## config.mk

```make
export PLATFORM = sky130hd
export DESIGN_NAME = rx_irq_coalescer
export DESIGN_NICKNAME = d
export VERILOG_FILES = /design/src/rtl/rxc_pkg.sv /design/src/rtl/rxc_cfg_shadow.sv /design/src/rtl/rxc_batch_counter.sv /design/src/rtl/rxc_idle_timer.sv /design/src/rtl/rx_irq_coalescer.sv
export SDC_FILE = /design/constraint.sdc
export NUM_CORES = 1
export LEC_CHECK = 0
export BUFFER_PORTS_ARGS = -buffer_cell sky130_fd_sc_hd__buf_2
export CORE_ASPECT_RATIO = 1.4
export CORE_MARGIN = 2
export CORE_UTILIZATION = 58
export DETAILED_ROUTE_END_ITERATION = 6
export PLACE_DENSITY = 0.78
export SKIP_LAST_GASP = 1
export SLEW_MARGIN = 10
export SYNTH_ARGS = -nofsm -noshare
export SYNTH_HDL_FRONTEND = slang
export SYNTH_SLANG_ARGS = --single-unit
```

## constraint.sdc

```tcl
create_clock -name clk -period 4.4 [get_ports clk]
set_input_delay 0.66 -clock clk [delete_from_list [all_inputs] [get_ports clk]]
set_output_delay 0.66 -clock clk [all_outputs]
set_load 0.02 [all_outputs]
```

## src/rtl/rxc_pkg.sv

```systemverilog
package rxc_pkg;
   // Default widths shared by the block and its bench.
   localparam int unsigned DEF_CNT_W = 8;
   localparam int unsigned DEF_THR_W = 8;
   localparam int unsigned DEF_TMO_W = 16;

   // Reasons for the interrupt to be high in a given cycle.
   typedef enum logic [1:0] {
      FIRE_NONE    = 2'd0,
      FIRE_COUNT   = 2'd1,
      FIRE_TIMEOUT = 2'd2,
      FIRE_HOLD    = 2'd3
   } fire_src_e;
endpackage

```

## src/rtl/rxc_cfg_shadow.sv

```systemverilog
module rxc_cfg_shadow #(
   parameter int unsigned THR_W = 8,
   parameter int unsigned TMO_W = 16
) (
   input  logic             clk,
   input  logic             rst_n,
   input  logic             load,
   input  logic             blank_en_in,
   input  logic [THR_W-1:0] thr_in,
   input  logic [TMO_W-1:0] tmo_in,
   output logic [THR_W-1:0] thr_eff,
   output logic [TMO_W-1:0] tmo_eff
);
   localparam logic [THR_W-1:0] THR_ONE = THR_W'(1);
   localparam logic [TMO_W-1:0] TMO_ONE = TMO_W'(1);

   logic [THR_W-1:0] thr_d;
   logic [TMO_W-1:0] tmo_d;

   // Fold the disable and the zero values into the stored threshold.
   always_comb begin
      if (!blank_en_in || thr_in == '0) thr_d = THR_ONE;
      else                              thr_d = thr_in;
      if (tmo_in == '0) tmo_d = TMO_ONE;
      else              tmo_d = tmo_in;
   end

   always_ff @(posedge clk or negedge rst_n) begin
      if (!rst_n) begin
         thr_eff <= THR_ONE;
         tmo_eff <= TMO_ONE;
      end else if (load) begin
         thr_eff <= thr_d;
         tmo_eff <= tmo_d;
      end
   end
endmodule

```

## src/rtl/rxc_batch_counter.sv

```systemverilog
module rxc_batch_counter #(
   parameter int unsigned CNT_W    = 8,
   parameter bit          SATURATE = 1'b1
) (
   input  logic             clk,
   input  logic             rst_n,
   input  logic             inc,
   input  logic             clr,
   output logic [CNT_W-1:0] cnt_q,
   output logic [CNT_W-1:0] cnt_nxt
);
   localparam logic [CNT_W-1:0] CNT_MAX = {CNT_W{1'b1}};
   localparam logic [CNT_W-1:0] CNT_ONE = CNT_W'(1);

   logic [CNT_W-1:0] inc_val;

   generate
      if (SATURATE) begin : g_sat
         assign inc_val = (cnt_q == CNT_MAX) ? cnt_q : cnt_q + CNT_ONE;
      end else begin : g_wrap
         assign inc_val = cnt_q + CNT_ONE;
      end
   endgenerate

   // A clear closes the batch; a same-cycle packet opens the next one.
   always_comb begin
      if (clr)      cnt_nxt = inc ? CNT_ONE : '0;
      else if (inc) cnt_nxt = inc_val;
      else          cnt_nxt = cnt_q;
   end

   always_ff @(posedge clk or negedge rst_n) begin
      if (!rst_n) cnt_q <= '0;
      else        cnt_q <= cnt_nxt;
   end
endmodule

```

## src/rtl/rxc_idle_timer.sv

```systemverilog
module rxc_idle_timer #(
   parameter int unsigned TMO_W = 16
) (
   input  logic             clk,
   input  logic             rst_n,
   input  logic             waiting,
   input  logic             clear,
   input  logic [TMO_W-1:0] limit,
   output logic             expire
);
   localparam logic [TMO_W-1:0] TMO_ONE = TMO_W'(1);

   logic [TMO_W-1:0] age_q;

   // limit is at least 1, so limit-1 never underflows.
   assign expire = waiting && (age_q >= (limit - TMO_ONE));

   always_ff @(posedge clk or negedge rst_n) begin
      if (!rst_n)                 age_q <= '0;
      else if (!waiting || clear) age_q <= '0;
      else                        age_q <= age_q + TMO_ONE;
   end
endmodule

```

## src/rtl/rx_irq_coalescer.sv

```systemverilog
module rx_irq_coalescer #(
   parameter int unsigned CNT_W = rxc_pkg::DEF_CNT_W,
   parameter int unsigned THR_W = rxc_pkg::DEF_THR_W,
   parameter int unsigned TMO_W = rxc_pkg::DEF_TMO_W
) (
   input  logic             clk,
   input  logic             rst_n,
   input  logic             pkt_done,
   input  logic             irq_ack,
   input  logic             cfg_blank_en,
   input  logic [THR_W-1:0] cfg_pkt_thresh,
   input  logic [TMO_W-1:0] cfg_timeout,
   output logic             irq,
   output logic [CNT_W-1:0] pend_cnt
);
   import rxc_pkg::*;

   generate
      if (THR_W > CNT_W) begin : g_bad_thr
         $error("THR_W must not exceed CNT_W");
      end
      if (CNT_W < 1 || TMO_W < 1) begin : g_bad_w
         $error("CNT_W and TMO_W must be at least 1");
      end
   endgenerate

   logic             irq_q;
   logic             ack_v;
   logic             batch_idle;
   logic             waiting;
   logic             cnt_hit;
   logic             tmo_hit;
   logic             irq_d;
   logic [CNT_W-1:0] cnt_q;
   logic [CNT_W-1:0] cnt_nxt;
   logic [THR_W-1:0] thr_eff;
   logic [TMO_W-1:0] tmo_eff;
   logic [CNT_W-1:0] thr_ext;
   fire_src_e        fire_src;

   assign ack_v      = irq_ack & irq_q;
   assign batch_idle = (cnt_q == '0) & ~irq_q;
   assign waiting    = (cnt_q != '0) & ~irq_q;
   assign thr_ext    = CNT_W'(thr_eff);

   rxc_cfg_shadow #(.THR_W(THR_W), .TMO_W(TMO_W)) u_cfg (
      .clk        (clk),
      .rst_n      (rst_n),
      .load       (batch_idle),
      .blank_en_in(cfg_blank_en),
      .thr_in     (cfg_pkt_thresh),
      .tmo_in     (cfg_timeout),
      .thr_eff    (thr_eff),
      .tmo_eff    (tmo_eff)
   );

   rxc_batch_counter #(.CNT_W(CNT_W), .SATURATE(1'b1)) u_cnt (
      .clk    (clk),
      .rst_n  (rst_n),
      .inc    (pkt_done),
      .clr    (ack_v),
      .cnt_q  (cnt_q),
      .cnt_nxt(cnt_nxt)
   );

   rxc_idle_timer #(.TMO_W(TMO_W)) u_tmr (
      .clk    (clk),
      .rst_n  (rst_n),
      .waiting(waiting),
      .clear  (irq_d),
      .limit  (tmo_eff),
      .expire (tmo_hit)
   );

   // thr_eff is at least 1, so a hit implies a non-empty batch.
   assign cnt_hit = (cnt_nxt >= thr_ext);

   always_comb begin
      if (irq_q && !ack_v) fire_src = FIRE_HOLD;
      else if (cnt_hit)    fire_src = FIRE_COUNT;
      else if (tmo_hit)    fire_src = FIRE_TIMEOUT;
      else                 fire_src = FIRE_NONE;
   end

   assign irq_d = (fire_src != FIRE_NONE);

   always_ff @(posedge clk or negedge rst_n) begin
      if (!rst_n) irq_q <= 1'b0;
      else        irq_q <= irq_d;
   end

   assign irq      = irq_q;
   assign pend_cnt = cnt_q;
endmodule

```

### Word level (Yosys, flattened, before mapping)

Index checks and enable logic that the tools add are counted.

| storage, ports and cells | value |
|---|---|
| input bits | 29 |
| output and inout bits | 9 |
| flip-flop bits (word level) | 49 |
| logic and storage cells | 37 |

| operators by class | value |
|---|---|
| add/sub/neg operators | 3 |
| muxes and demuxes | 10 |
| $lt $le $gt $ge | 2 |
| bitwise logic cells | 4 |
| eq/ne operators | 1 |
| reductions and logical operators | 12 |

Operators with widths:

| cell | count |
|---|---|
| 16-bit two-way mux | 2 |
| 8-bit two-way mux | 4 |
| 16-bit by 1-bit adder with 16-bit output, second input constant | 1 |
| 16-bit >= comparator | 1 |
| 16-bit logical NOT | 1 |
| 8-bit logical NOT | 2 |
| 16-bit by 1-bit subtractor with 16-bit output, second input constant | 1 |
| 8-bit by 1-bit adder with 8-bit output, second input constant | 1 |
| 8-bit == test, second input constant | 1 |
| 8-bit >= comparator | 1 |
| 8-bit nonzero test | 1 |
| 2-bit two-way mux | 3 |
| 1-bit bitwise AND | 3 |
| 1-bit logical NOT | 3 |
| 1-bit logical AND | 2 |
| 1-bit logical OR | 2 |
| 2-bit nonzero test | 1 |
| 1-bit two-way mux | 1 |
| 1-bit NOT | 1 |

### Logic depth before layout (Yosys ltp)

Gate-level depths: netlist (run 1).

| logic depth | value |
|---|---|
| depth after elaboration | 10 |
| mapped depth | 14 |
| gate-level depth less buffers | 12 |

### Modules after synthesis

A second synthesis (run 1) with hierarchy kept.

| unflattened totals | value |
|---|---|
| cells, all modules | 320 |
| area, all modules | 3,181.8 µm² |

Modules (own cells, without submodules):

| module | cells each | times used | seq. area each (µm²) | area each (µm²) |
|---|---|---|---|---|
| rxc_idle_timer | 157 | 1 | 400.4 | 1,378.8 |
| rxc_cfg_shadow | 79 | 1 | 603.1 | 1,052.3 |
| rxc_batch_counter | 51 | 1 | 200.2 | 494.2 |
| rx_irq_coalescer | 33 | 1 | 25.0 | 256.5 |

### Worst setup path before layout (run 1)

No wires, ideal clock.

| timing | value |
|---|---|
| kind | register -> register |
| from | register u_cfg.tmo_eff[9] |
| to | register u_tmr.age_q[10] |
| cell stages (with the launch flop) | 13 |
| buffers on the path | 2 |
| period minus slack after synthesis | 3.239 ns |
| setup slack | 1.161 ns |
| arrival time | 3.156 ns |
| setup time | 0.083 ns |
| cell sequence | dfrtp_1 > or4_1 > or3_1 > nor4_1 > xnor2_1 > ha_1 > nand4_1 > or3_1 > o32ai_1 > or4_1 > buf_6 > buf_12 > nor3_2 |

| between the ends | value |
|---|---|
| cells in the longest elaborated chain, start to end | 9 |

RTL lines:

| what | RTL line | RTL |
|---|---|---|
| from (decl) | rxc_cfg_shadow.sv:12 | `output logic [TMO_W-1:0] tmo_eff` |
| from (signal assigned) | rxc_cfg_shadow.sv:34 | `tmo_eff <= tmo_d;` |
| 16-bit by 1-bit subtractor with 16-bit output | rxc_idle_timer.sv:16 | `assign expire = waiting && (age_q >= (limit - TMO_ONE));` |
| 16-bit >= comparator | rxc_idle_timer.sv:16 |  |
| 1-bit logical AND | rxc_idle_timer.sv:16 |  |
| 2-bit two-way mux | rx_irq_coalescer.sv:81 | `else if (tmo_hit) fire_src = FIRE_TIMEOUT;` |
| 2-bit two-way mux | rx_irq_coalescer.sv:80 | `else if (cnt_hit) fire_src = FIRE_COUNT;` |
| 2-bit two-way mux | rx_irq_coalescer.sv:79 | `if (irq_q && !ack_v) fire_src = FIRE_HOLD;` |
| 2-bit nonzero test | rx_irq_coalescer.sv:85 | `assign irq_d = (fire_src != FIRE_NONE);` |
| 1-bit logical OR | rxc_idle_timer.sv:20 | `else if (!waiting \|\| clear) age_q <= '0;` |
| 16-bit two-way mux | rxc_idle_timer.sv:20 |  |
| to (signal assigned) | rxc_idle_timer.sv:21 | `else age_q <= age_q + TMO_ONE;` |
| to (decl) | rxc_idle_timer.sv:13 | `logic [TMO_W-1:0] age_q;` |

No other way between the ends.
A chain may end at the register's enable or synchronous reset.

### Worst setup path after layout (run 1)

| timing | value |
|---|---|
| from | register u_cfg.tmo_eff[9] |
| to | register u_tmr.age_q[15] |

Same word-level chain as after synthesis.

==> impl_metrics.json, run 1 <==
{
  "outcome": "finished, final reports clean",
  "finalMaxSlewViolations": 0,
  "crit_type": "flip-flop to flip-flop",
  "synth_top_area_share_pct": 38.67,
  "hold_viol": 0,
  "post-route-drc-count": 0,
  "finalWorstSetupSlack_ns": 0.8797,
  "startpoint_type": "flip-flop",
  "yosysWarnings": 0,
  "fillers": 451,
  "final_nets": 396,
  "setup_viol": 0,
  "numCtsBuffers": 5,
  "clk_pin_slew_ns": 0.10,
  "start_util_pct": 59.41,
  "drive_gt1_share_pct": 22.35,
  "synthFlopType": "dfrtp_1",
  "fp-row-count": 31,
  "die_h_um": 89.69,
  "portBuffers": 37,
  "synth_most_common_cell": "dfrtp_1",
  "clock_path_buffers": 2,
  "peakVddDrop_uv": 367.0,
  "cts_tree": "built",
  "synth-seq-cells": 49,
  "tightest_slew_ns": 0.8017,
  "place_ws_ns": 0.9366,
  "period_share_pct": 80.01,
  "core-area_sq_mm": 0.005120,
  "num_io_pins": 38,
  "die_width_um": 65.21,
  "hold_class": "primary input to asynchronous set/reset pin",
  "crit_arrival_ns": 3.70,
  "setup-tns-final_ns": 0,
  "drv_cap": 0,
  "pwr_density_cell_mw_per_mm2": 561.6,
  "antenna_found_initial": 0,
  "synth_largest_area_cell": "dfrtp_1",
  "clk_latency_ns": 0.31,
  "reg2reg_from": "u_cfg.tmo_eff[9]$_DFFE_PN0P_",
  "crit_chain": "or4_1 -> or3_1 -> nor4_1 -> xnor2_1 -> ha_1 -> nand4_1 -> or3_1 -> o32ai_1 -> or4_1 -> buf_4 -> nor3_1",
  "cpMaxStageDelayCell": "or4_1",
  "postCtsSetupBuffers": 0,
  "grt_pass1_wl_mm": 10.48,
  "syn_area_sq_mm": 0.003042,
  "crit_buf_inv": 1,
  "r2r.worst_path.cells": 11,
  "ctsResizeCount": 0,
  "syn2layout_area_growth_pct": 11.44,
  "netlist-cell-type-count": 43,
  "wl_mm": 6.249,
  "critPathMaxFanout": 17,
  "clock_skew_ns": 0.01359,
  "vias": 2324,
  "rsz0062_at_grt": "false",
  "synth_edf_count": 0,
  "wl_per_cell_um": 15.39,
  "fin_hold_ws_ns": 0.2682,
  "grt_pass1_vias": 2313,
  "vias_per_cell": 5.724,
  "critPathMaxStageDelay_ns": 0.59,
  "place_congestion": 0.8406,
  "cp_top_family": "simple AND/OR/NAND/NOR gates",
  "worstPathRequired_ns": 4.58,
  "cts.htree.levels": 2,
  "max_freq_mhz": 284.1,
  "die_area_sq_mm": 0.005848,
  "ys_top_cells_by_count": "dfrtp_1, ha_1, nor2_1, nand3_1, xnor2_1",
  "grt_usage_pct": 23.35,
  "slew-limit-headroom_pct": 46.50,
  "finalPower_mw": 1.904,
  "cts-root-buf": "clkbuf_8",
  "ant_nets": 0,
  "cts_num_sinks": 49,
  "critPathCaptureType": "flip-flop",
  "worst_r2r_endpoint": "u_tmr.age_q[15]$_DFF_PN0_",
  "drtIter0Drc": 95,
  "grt-ovfl-total": 0,
  "avgSynthCellArea_sq_um": 10.17,
  "synthCells": 299,
  "antennaDiodeCount": 0,
  "grt_max_degree": 50,
  "async_flop_share_pct": 100.0,
  "cts-hold-fix-buffers": 0,
  "leakage_nw": 1.523,
  "ys_seq_area_share_pct": 40.39,
  "syn_nets": 356,
  "synth_area_leaders": "dfrtp_1, ha_1, xnor2_1",
  "period_needed_ns": 3.520,
  "r2r_slack_ns": 0.88,
  "hpwlAfterDp_mm": 4.835,
  "drt-pass1-iter-count": 4
}
## how the worst max path moves through the flow
stage,endpoint,from,slack (ns),cells after the start
finish,u_tmr.age_q[15]$_DFF_PN0_,u_cfg.tmo_eff[9]$_DFFE_PN0P_,0.88,11
global route,u_tmr.age_q[4]$_DFF_PN0_,u_cfg.tmo_eff[9]$_DFFE_PN0P_,0.75,11
CTS,u_tmr.age_q[15]$_DFF_PN0_,u_cfg.tmo_eff[9]$_DFFE_PN0P_,0.90,11
detailed placement,u_tmr.age_q[15]$_DFF_PN0_,u_cfg.tmo_eff[9]$_DFFE_PN0P_,0.94,11
global placement,irq$_DFF_PN0_,u_cfg.tmo_eff[9]$_DFFE_PN0P_,1.09,11
floorplan,u_tmr.age_q[10]$_DFF_PN0_,u_cfg.tmo_eff[9]$_DFFE_PN0P_,1.16,12
## sequential cells by signal, summed over array words and instances, names as in the netlist
register and flops:
u_tmr.age_q 16, irq 1, u_cfg.thr_eff 8, u_cfg.tmo_eff 16
u_cnt.cnt_q 8
## kinds of logic after synthesis
kind of cell,count (synthesis),synth area share [%]
fa+ha+maj,28,11.52
buf+inv,25,3.907
flops,49,40.39
mux,14,5.183
compound gates,37,8.680
xor+xnor,32,9.214
simple gates,114,21.10
## through the flow
step                      utilization [%]  cells  instance area (sq um)
final                               66.20    406                   3390
after global routing                66.20    406                   3390
after CTS                           65.81    405                   3369
after detailed placement            64.05    397                   3279
after global placement              64.05    397                   3279
after floorplan                         -    299                   3042
## cell usage in the layout (no fill, tap or decap), types with 2 or more instances in the layout
cell type   n
nand4_1    10
nor3_1     17
nand3_1    19
dfrtp_1    47
ha_1       28
mux2_2     13
o21ai_0     9
clkbuf_8    6
nor2b_1     5
buf_4       3
buf_2      37
inv_1      17
nand2_1    12
xnor2_1    19
nor4_1      8
or3_1       2
clkbuf_1    2
a21oi_1    10
dfstp_2     2
and3_1      2
or4_1       3
nor2_1     19
nor3_2     10
a21o_1      6
xor2_1     13
a211oi_1    3
## worst reg2reg max path: stages (launching register included)
cell and delay, ns:
dfrtp_1 0.43, or4_1 0.59, or3_1 0.38, nor4_1 0.25
xnor2_1 0.13, ha_1 0.31, nand4_1 0.17, or3_1 0.42
o32ai_1 0.22, or4_1 0.15, buf_4 0.25, nor3_1 0.10
## cell type report
type                       count  area [sq um]  area share [%]
tap                           66         82.58           2.436
timing repair buffer          41         227.7           6.718
sequential                    49          1229           36.25
inverter                      17         63.81           1.883
clock buffer                   8         90.09           2.658
multi-input combinational    225          1697           50.06
## report_power, final
group          total, mW  internal (mW)  switching (mW)
registers          0.740          0.599           0.142
clock network      0.277          0.129           0.148
logic              0.887          0.408           0.479
## metal layers
layer | vias to the layer above | track usage [%] | share of wire, %
met2 | 39 | 42.67 | 55
met3 | 10 | 3.990 | 2.3
met1 | 1124 | 27.43 | 41
met5 | - | 0 | 0
li1 | 1151 | - | -
met4 | 0 | 8.712 | 1.9
(Power assumes the default switching activity.)
==> inputs of run 2 (changes only) <==
CORE_UTILIZATION = 53   (was 58)
PLACE_DENSITY = 0.75   (was 0.78)
clock period = 3.14 ns   (was 4.4 ns; I/O delays follow)
==> run 2 against run 1 <==
Effect of this change: the run now ends with negative setup slack left; die area rose by 8.9%; final cell count rose by 2.5%; clock skew fell by 0.0055 ns; clock-buffer cell count did not move; final area rose by 3.7%; worst hold slack improved by 0.089 ns; critical endpoint is now irq$_DFF_PN0_.
==> impl_metrics.json, run 2 (synthesis gave the netlist of run 1 again) <==
{
  "hold_class": "primary input to asynchronous set/reset pin",
  "cts_tree": "built",
  "setup_viol": 4,
  "die_h_um": 93.64,
  "clock_skew_ns": 0.008118,
  "grt_usage_pct": 21.98,
  "cts-hold-fix-buffers": 0,
  "cts-root-buf": "clkbuf_8",
  "startpoint_type": "flip-flop",
  "antennaDiodeCount": 0,
  "reg_top3": "u_cfg.tmo_eff: 16 flops, u_tmr.age_q: 16 flops",
  "grt_max_degree": 50,
  "drive_gt1_share_pct": 27.30,
  "outcome": "complete, but fails checks",
  "antenna_found_initial": 0,
  "worst_r2r_endpoint": "irq$_DFF_PN0_",
  "drt-pass1-iter-count": 4,
  "endpoint": "irq$_DFF_PN0_",
  "peakVddDrop_uv": 498.0,
  "crit_arrival_ns": 3.37,
  "worstPathRequired_ns": 3.34,
  "die_area_sq_mm": 0.006370,
  "slew-limit-headroom_pct": 27.37,
  "drtIter0Drc": 130,
  "fin_hold_ws_ns": 0.3570,
  "setup-tns-final_ns": -0.05800,
  "finalPower_mw": 2.748,
  "reg2reg_from": "u_cfg.tmo_eff[9]$_DFFE_PN0P_",
  "r2r.worst_path.cells": 11,
  "failed_checks": "negative setup slack",
  "numCtsBuffers": 5,
  "finalMaxSlewViolations": 0,
  "fp-row-count": 32,
  "critPathCaptureType": "flip-flop",
  "period_needed_ns": 3.172,
  "startpoint": "u_cfg.tmo_eff[9]$_DFFE_PN0P_",
  "hpwlAfterDp_mm": 4.663,
  "wl_mm": 6.185,
  "place_ws_ns": -0.07893,
  "finalWorstSetupSlack_ns": -0.03180,
  "drv_cap": 0,
  "period_share_pct": 101.0,
  "place_inst": 407,
  "final_nets": 404,
  "r2r_slack_ns": -0.03,
  "clock_path_buffers": 2,
  "leakage_nw": 1.574,
  "vias": 2350,
  "rsz0062_at_grt": "true",
  "clk_pin_slew_ns": 0.09,
  "cts.htree.levels": 2,
  "max_freq_mhz": 315.3,
  "portBuffers": 37,
  "final_common_cell": "dfrtp_1",
  "grt_pass1_wl_mm": 10.70,
  "wl_per_cell_um": 14.87,
  "place_congestion": 0.8130,
  "layout_common_cells": "dfrtp_1, buf_2, ha_1, nand3_1, xnor2_1",
  "pwr_density_cell_mw_per_mm2": 782.1,
  "num_io_pins": 38,
  "tightest_slew_ns": 1.089,
  "syn2layout_area_growth_pct": 15.51,
  "start_util_pct": 55.05,
  "fin_cells": 416,
  "crit_type": "flip-flop to flip-flop",
  "critPathMaxFanout": 17,
  "core-area_sq_mm": 0.005525,
  "vias_per_cell": 5.649,
  "grt-ovfl-total": 0,
  "die_width_um": 68.03,
  "clk_latency_ns": 0.30,
  "post-route-drc-count": 0,
  "grt_pass1_vias": 2357,
  "hold_viol": 0,
  "cts_num_sinks": 49,
  "ant_nets": 0
}
[run 2: worst min-delay path by stage]
stage	startpoint	to	slack [ns]	depth (start not counted)
after floorplan	rst_n	irq$_DFF_PN0_	0.18	0
after global placement	u_cfg.thr_eff[0]$_DFFE_PN1P_	u_cfg.thr_eff[0]$_DFFE_PN1P_	0.50	2
after detailed placement	u_cfg.thr_eff[0]$_DFFE_PN1P_	u_cfg.thr_eff[0]$_DFFE_PN1P_	0.52	2
after CTS	rst_n	u_tmr.age_q[1]$_DFF_PN0_	0.40	1
after global routing	cfg_timeout[2]	u_cfg.tmo_eff[2]$_DFFE_PN0P_	0.41	2
final	rst_n	u_tmr.age_q[10]$_DFF_PN0_	0.36	1
[run 2: cell type report]
cell class	instances	area, sq um
multi-input cells	225	1758
clock buffers	8	90.09
repair buffers	49	287.8
inverters	17	63.81
fillers	470	2012
flip-flops and latches	49	1229
well taps	68	85.08
[run 2: metal layers]
metal	up-vias	GRT usage [%]	part of all wire [%]
met2	29	37.78	54
met1	1144	27.39	42
li1	1167	-	-
met3	10	3.369	2.0
met5	-	0	0
met4	0	7.500	2.1
[run 2: worst max-delay path: stages (launching register included)]
cell and delay [ns]:
dfrtp_1 0.39, or4_4 0.55, or3_4 0.38, nor4_4 0.16
xnor2_1 0.12, ha_1 0.31, nand4_1 0.11, or3_1 0.12
o32ai_1 0.07, or4_4 0.51, buf_12 0.18, a21o_1 0.17
[run 2: where the power goes]
group | internal [mW] | switching, mW | leakage [nW] | total, mW
combinational | 0.635 | 0.714 | 0.897 | 1.35
clock | 0.180 | 0.196 | 0.0455 | 0.376
sequential | 0.839 | 0.184 | 0.631 | 1.02
total | 1.65 | 1.09 | 1.57 | 2.75
[run 2: per-stage QoR]
step / instance area, sq um / util (%)
after global routing: 3513 / 63.59
after CTS: 3465 / 62.70
after global placement: 3371 / 61.01
final: 3513 / 63.59
after detailed placement: 3371 / 61.01
after floorplan: 3070 / -
[run 2: what timing repair did]
action,in CTS,in global routing
setup endpoints to repair,17,17
buffers inserted,0,1
pin swaps,0,2
gates resized for setup,1,9
